<file path="src/rtl/illegal_addr_pkg.sv">
// Shared helpers for the illegal address detector.
// Assumes: address widths are small enough that clog2(AW+1) fits an int.
package illegal_addr_pkg;

    // Width of a size-exponent field able to express 0..AW.
    function automatic int lg_width(input int aw);
        return $clog2(aw + 1);
    endfunction

endpackage

</file>
<file path="src/rtl/addr_window_match.sv">
// One decode window: reports whether an address lies in [base, base+2**lg).
// Assumes: lg <= AW. The end bound is formed one bit wider, so windows that
// reach the top of the address space do not wrap.
module addr_window_match #(
    parameter int AW = 16,
    parameter int LW = illegal_addr_pkg::lg_width(AW)
) (
    input  logic [AW-1:0] base,
    input  logic [LW-1:0] lg,
    input  logic          en,
    input  logic [AW-1:0] addr,
    output logic          hit
);
    localparam int EW = AW + 1;

    logic [EW-1:0] span;
    logic [EW-1:0] limit;

    // Compute the exclusive upper bound and compare both ends.
    always_comb begin
        span  = EW'(1) << lg;
        limit = {1'b0, base} + span;
        hit   = en && (addr >= base) && ({1'b0, addr} < limit);
    end

endmodule

</file>
<file path="src/rtl/addr_legality_check.sv">
// Checks one address against every normal window and every error window.
// Assumes: window configuration is stable while requests are checked.
module addr_legality_check #(
    parameter int AW     = 16,
    parameter int N_NORM = 4,
    parameter int N_ERR  = 2,
    parameter int LW     = illegal_addr_pkg::lg_width(AW)
) (
    input  logic [AW-1:0]        addr,
    input  logic [N_NORM*AW-1:0] norm_base,
    input  logic [N_NORM*LW-1:0] norm_lg,
    input  logic [N_NORM-1:0]    norm_en,
    input  logic [N_ERR*AW-1:0]  err_base,
    input  logic [N_ERR*LW-1:0]  err_lg,
    input  logic [N_ERR-1:0]     err_en,
    output logic                 illegal
);
    logic [N_NORM-1:0] norm_hit;
    logic [N_ERR-1:0]  err_hit;

    for (genvar k = 0; k < N_NORM; k++) begin : g_norm
        addr_window_match #(.AW(AW), .LW(LW)) u_win (
            .base (norm_base[k*AW +: AW]),
            .lg   (norm_lg[k*LW +: LW]),
            .en   (norm_en[k]),
            .addr (addr),
            .hit  (norm_hit[k])
        );
    end

    for (genvar k = 0; k < N_ERR; k++) begin : g_err
        addr_window_match #(.AW(AW), .LW(LW)) u_win (
            .base (err_base[k*AW +: AW]),
            .lg   (err_lg[k*LW +: LW]),
            .en   (err_en[k]),
            .addr (addr),
            .hit  (err_hit[k])
        );
    end

    // Illegal when no normal window covers the address or an error window does.
    always_comb illegal = !(|norm_hit) || (|err_hit);

endmodule

</file>
<file path="src/rtl/irq_capture.sv">
// Sticky interrupt and first-fault address register for one initiator.
// Assumes: illegal is valid whenever req_valid is high. A new fault wins over
// a clear in the same cycle.
module irq_capture #(
    parameter int AW = 16
) (
    input  logic          clk,
    input  logic          rst_n,
    input  logic          req_valid,
    input  logic          illegal,
    input  logic [AW-1:0] addr,
    input  logic          clr,
    output logic          irq,
    output logic [AW-1:0] fault_addr
);
    logic fault;

    // A fault is only seen on a valid request.
    always_comb fault = req_valid && illegal;

    // Set on fault, drop on clear, hold otherwise.
    always_ff @(posedge clk) begin
        if (!rst_n)      irq <= 1'b0;
        else if (fault)  irq <= 1'b1;
        else if (clr)    irq <= 1'b0;
    end

    // Record the address of the first fault after reset or a clear.
    always_ff @(posedge clk) begin
        if (!rst_n)                    fault_addr <= '0;
        else if (fault && (!irq || clr)) fault_addr <= addr;
    end

endmodule

</file>
<file path="src/rtl/illegal_addr_irq.sv">
// Top: one legality check and one interrupt register per initiator, plus the
// general interrupt. Assumes: the window buses are shared by all initiators.
module illegal_addr_irq #(
    parameter int N_INIT = 4,
    parameter int N_NORM = 4,
    parameter int N_ERR  = 2,
    parameter int AW     = 16,
    parameter int LW     = illegal_addr_pkg::lg_width(AW)
) (
    input  logic                 clk,
    input  logic                 rst_n,
    input  logic [N_INIT-1:0]    req_valid,
    input  logic [N_INIT*AW-1:0] req_addr,
    input  logic [N_INIT-1:0]    clr,
    input  logic [N_NORM*AW-1:0] norm_base,
    input  logic [N_NORM*LW-1:0] norm_lg,
    input  logic [N_NORM-1:0]    norm_en,
    input  logic [N_ERR*AW-1:0]  err_base,
    input  logic [N_ERR*LW-1:0]  err_lg,
    input  logic [N_ERR-1:0]     err_en,
    output logic [N_INIT-1:0]    irq_init,
    output logic                 irq_any,
    output logic [N_INIT*AW-1:0] fault_addr
);
    logic [N_INIT-1:0] illegal;

    for (genvar i = 0; i < N_INIT; i++) begin : g_init
        addr_legality_check #(
            .AW(AW), .N_NORM(N_NORM), .N_ERR(N_ERR), .LW(LW)
        ) u_chk (
            .addr      (req_addr[i*AW +: AW]),
            .norm_base (norm_base),
            .norm_lg   (norm_lg),
            .norm_en   (norm_en),
            .err_base  (err_base),
            .err_lg    (err_lg),
            .err_en    (err_en),
            .illegal   (illegal[i])
        );

        irq_capture #(.AW(AW)) u_cap (
            .clk        (clk),
            .rst_n      (rst_n),
            .req_valid  (req_valid[i]),
            .illegal    (illegal[i]),
            .addr       (req_addr[i*AW +: AW]),
            .clr        (clr[i]),
            .irq        (irq_init[i]),
            .fault_addr (fault_addr[i*AW +: AW])
        );
    end

    // General interrupt combines all per-initiator lines.
    always_comb irq_any = |irq_init;

endmodule

</file>
<file path="config.mk">
export PLATFORM = sky130hd
export DESIGN_NAME = illegal_addr_irq
export DESIGN_NICKNAME = d
export VERILOG_FILES = /design/src/rtl/illegal_addr_pkg.sv /design/src/rtl/addr_window_match.sv /design/src/rtl/addr_legality_check.sv /design/src/rtl/irq_capture.sv /design/src/rtl/illegal_addr_irq.sv
export SDC_FILE = /design/constraint.sdc
export NUM_CORES = 1
export LEC_CHECK = 0
export BUFFER_PORTS_ARGS = -buffer_cell sky130_fd_sc_hd__buf_2
export CORE_MARGIN = 2
export CORE_UTILIZATION = 55
export CTS_CLUSTER_DIAMETER = 120
export DETAILED_ROUTE_END_ITERATION = 7
export HOLD_SLACK_MARGIN = 0.12
export PLACE_DENSITY = 0.76
export SLEW_MARGIN = 20
export SYNTH_ARGS = -nofsm -noshare
export SYNTH_HDL_FRONTEND = slang
export SYNTH_SLANG_ARGS = --single-unit
</file>
<file path="constraint.sdc">
create_clock -name clk -period 7.5 [get_ports clk]
set_clock_uncertainty 0.1 [all_clocks]
set_input_delay 0.375 -clock clk [delete_from_list [all_inputs] [get_ports clk]]
set_output_delay 0.375 -clock clk [all_outputs]
set_load 0.02 [all_outputs]
</file>
==> out/qor.csv <==
stage;metric;value;unit
drt;Avg WL per Cell;25.09;µm
clock_tree;root buffer cell;clkbuf_16;
clock_tree;clock slew at reported path FFs;0.06;ns
pwr;PwrDens;103.2;nW/µm²
cells_and_area;area grow syn2layout;9.607;%
placement;Placer Congestion;1.013;
drt;Final ANT Viol Nets;0;
pwr;Static Leakage;13.74;nW
setup_path;Worst Reg-to-Reg Cells;4;
floorplan;Core Footprint;42130;µm²
timing;Hold Fails Final Rpt;0;
timing;setup ws final;1.042;ns
setup_path;r2r startpoint;g_init[2].u_cap.irq$_SDFFE_PN0P_;
logic_synthesis;Syn Nets;3905;
min_path;hold depth;3;
job;max_cap viols;0;
min_path;hold wc startpoint;req_valid[2];
cells_and_area;Nets;4167;
timing;Max Transition Viols Final;0;
cells_and_area;multi-input logic area;21540;µm²
cells_and_area;Reg area;1361;µm²
min_path;HP Class;in -> reg;
logic_synthesis;number of flops mapped to enable cells by yosys;0;
clock_tree;cts hold-fix bufs;0;
pwr;Worst IR Drop VDD;0.1176;mV
clock_tree;Post-CTS Resized;0;
setup_path;Req. time, crit path;7.65;ns
setup_path;WS Path Type;in -> reg;
logic_synthesis;Synth top area share;0.4279;
clock_tree;post-CTS setup buffer count;0;
setup_path;critical path launch point type;input pin;
setup_path;worst flop-to-flop path endpoint;g_init[2].u_cap.fault_addr[7]$_SDFFE_PN0P_;
floorplan;num ports;275;
grt;largest net degree at the start of global routing;88;
timing;Final setup viols;0;
grt;antenna violations before repair;3;
placement;Port Buf Inserts;274;
logic_synthesis;top post-synthesis cells by area;ha_1 43%, dfxtp_1 5.8%, a21o_1 5.1%;
setup_path;crit end category;register;
timing;Worst Max-Slew Pin Slew;1.013;ns
logic_synthesis;fraction of registers with async set/reset;0;
placement;worst slack, placed;0.7600;ns
clock_tree;worst skew pair latency;0.33;ns
drt;DRC viols;0;
floorplan;die span in x;211.3;µm
floorplan;Die ar.;44630;µm²
pwr;Power, Total;2.672;mW
setup_path;CP Data Arrival Time;6.61;ns
floorplan;die extent in y;211.3;µm
timing;Max Fclk;154.9;MHz
cells_and_area;final core occ;0.6146;
run_status;status;finished, final reports clean;
grt;GR Overflow Total;0;
logic_synthesis;dominant synthesized flop cell;dfxtp_1;
cells_and_area;layout filler cell count;3738;
grt;vias in the first global route;24760;
clock_tree;CTS tree;built;
drt;first-pass detailed-route iteration total;6;
drt;drt total wl;92670;µm
logic_synthesis;synth unique cells;91;
drt;via density per instance;6.754;
floorplan;Rows;75;
setup_path;critical path peak fanout;16;
placement;placed inst area;25560;µm²
timing;final hold slack;0.3375;ns
logic_synthesis;Syn. warnings;0;
min_path;hold path endpoint;g_init[2].u_cap.irq$_SDFFE_PN0P_;
placement;post-DP HPWL;69770;µm
cells_and_area;Finished Layout Cells;3694;
clock_tree;number of CTS-inserted buffers;9;
clock_tree;CTS Buffer Depth;2;
cells_and_area;final instance area;25900;µm²
timing;Tcrit/Tclk final;0.8610;
drt;via count;24950;
logic_synthesis;Post-Syn Area;23630;µm²
timing;Slew HR;0.3217;
clock_tree;H-tree levels;3;
drt;Starting DRT DRC Count;2246;
timing;setup TNS;0;ns
grt;first-pass GRT wire length;138900;µm
logic_synthesis;Yosys reg bits;68;
grt;Overall Global Routing Usage;0.4071;
cells_and_area;share of cells above drive strength 1;0.1050;
logic_synthesis;Mapped Cells;2885;
timing;RSZ-0062 raised after global routing;no;
timing;Final min period;6.458;ns
logic_synthesis;register area share after synthesis;0.05762;
setup_path;register-to-register setup slack;5.47;ns
floorplan;Initial Util;0.5607;
clock_tree;CTS sink cnt;68;
logic_synthesis;area leader, netlist;ha_1;
placement;Placed Instances;3675;
logic_synthesis;mean post-synth cell area;8.189;µm²
[power breakdown]
group	leakage [nW]	switching [mW]	total, mW	internal [mW]
registers	0.559	0.0339	0.445	0.411
logic	13.0	1.09	1.77	0.682
clock network	0.156	0.165	0.459	0.293
[how the worst max path moves through the flow]
stage                     startpoint                                          end  slack [ns]  cells after the start
final                      err_lg[2]  g_init[0].u_cap.fault_addr[10]$_SDFFE_PN0P_        1.04                     24
after global routing       err_lg[2]   g_init[0].u_cap.fault_addr[1]$_SDFFE_PN0P_        0.64                     24
after CTS                  err_lg[2]   g_init[3].u_cap.fault_addr[5]$_SDFFE_PN0P_        1.05                     25
after detailed placement   err_lg[2]  g_init[3].u_cap.fault_addr[11]$_SDFFE_PN0P_        0.76                     25
after global placement     err_lg[2]   g_init[3].u_cap.fault_addr[7]$_SDFFE_PN0P_        1.04                     25
after floorplan            err_lg[2]  g_init[3].u_cap.fault_addr[11]$_SDFFE_PN0P_        2.16                     26
[layout by cell type, fill, tap and decap left out, types with 25 or more instances in the layout]
master     Yosys  routed
ha_1         808     808
buf_2          0     273
nand2_1      235     235
a21oi_1      221     221
nor2_1       175     175
a21o_1       161     161
o21ai_0      160     160
inv_1        154     154
nand2b_1      86      86
dfxtp_1       68      68
mux2i_1       66      66
nand3_1       59      59
a211oi_1      49      49
o21a_1        46      46
xnor2_1       42      42
xor2_1        37      37
o211ai_1      33      33
nor3_1        30      30
nor2b_1       30      30
a2111oi_0     29      29
a31oi_1       28      28
nand4_1       28      28
a211o_1       25      25
[registers in the layout, indices dropped and copies added, names as in the netlist]
signal,flops
g_init.u_cap.fault_addr,64
g_init.u_cap.irq,4
[cells in the mapped netlist, types with 29 or more instances]
| cell | count |
|---|---|
| inv_1 | 154 |
| a21o_1 | 161 |
| nor3_1 | 30 |
| nor2_1 | 175 |
| a211oi_1 | 49 |
| ha_1 | 808 |
| nor2b_1 | 30 |
| mux2i_1 | 66 |
| xnor2_1 | 42 |
| o21ai_0 | 160 |
| o211ai_1 | 33 |
| a2111oi_0 | 29 |
| xor2_1 | 37 |
| nand3_1 | 59 |
| nand2_1 | 235 |
| dfxtp_1 | 68 |
| o21a_1 | 46 |
| a21oi_1 | 221 |
| nand2b_1 | 86 |
[final cells by class]
cell class                      count  area share
Timing Repair Buffer              279     0.05450
Sequential cell                    68     0.05257
Clock inverter                      7    0.003817
Multi-Input combinational cell   2635      0.8318
Clock buffer                        9    0.008697
Inverter                          154     0.02232
Antenna cell                        3   0.0002899
Tap cell                          539     0.02604
[critical path, stage by stage]
cell       delay [ns]
buf_2            0.13
or3_1            0.42
nor2_1           0.22
ha_1             0.28
a21o_1           0.18
a21oi_1          0.21
o21bai_1         0.09
a21oi_1          0.24
o21bai_1         0.13
a211o_1          0.32
a2111oi_0        0.47
nor3_1           0.20
a211o_1          0.29
a21oi_1          0.18
xor2_1           0.17
ha_1             0.23
a2111oi_0        0.49
nand2_1          0.11
a21oi_1          0.13
o21ai_0          0.09
a311oi_1         0.65
a211oi_2         0.15
nor2_4           0.54
mux2i_1          0.27
[kinds of logic (layout without fill, tap and decap cells)]
group,after synthesis,in the layout,synth area share
adder cells (fa/ha/maj),830,830,0.4399
other,0,3,0
buffers and inverters,182,449,0.03103
XOR/XNOR,79,79,0.02929
flip-flops,68,68,0.05762
AND/OR/NAND/NOR,745,745,0.1542
AO/OA/AOI/OAI,914,914,0.2594
multiplexers,67,67,0.02860
[per-layer routing]
layer | routed length (µm) | track usage
met2 | 37960 | 0.6283
met1 | 36350 | 0.5089
met5 | 0 | 0
met3 | 10500 | 0.07731
met4 | 7847 | 0.2878
Note: power is estimated with default switching activity, not from simulation.
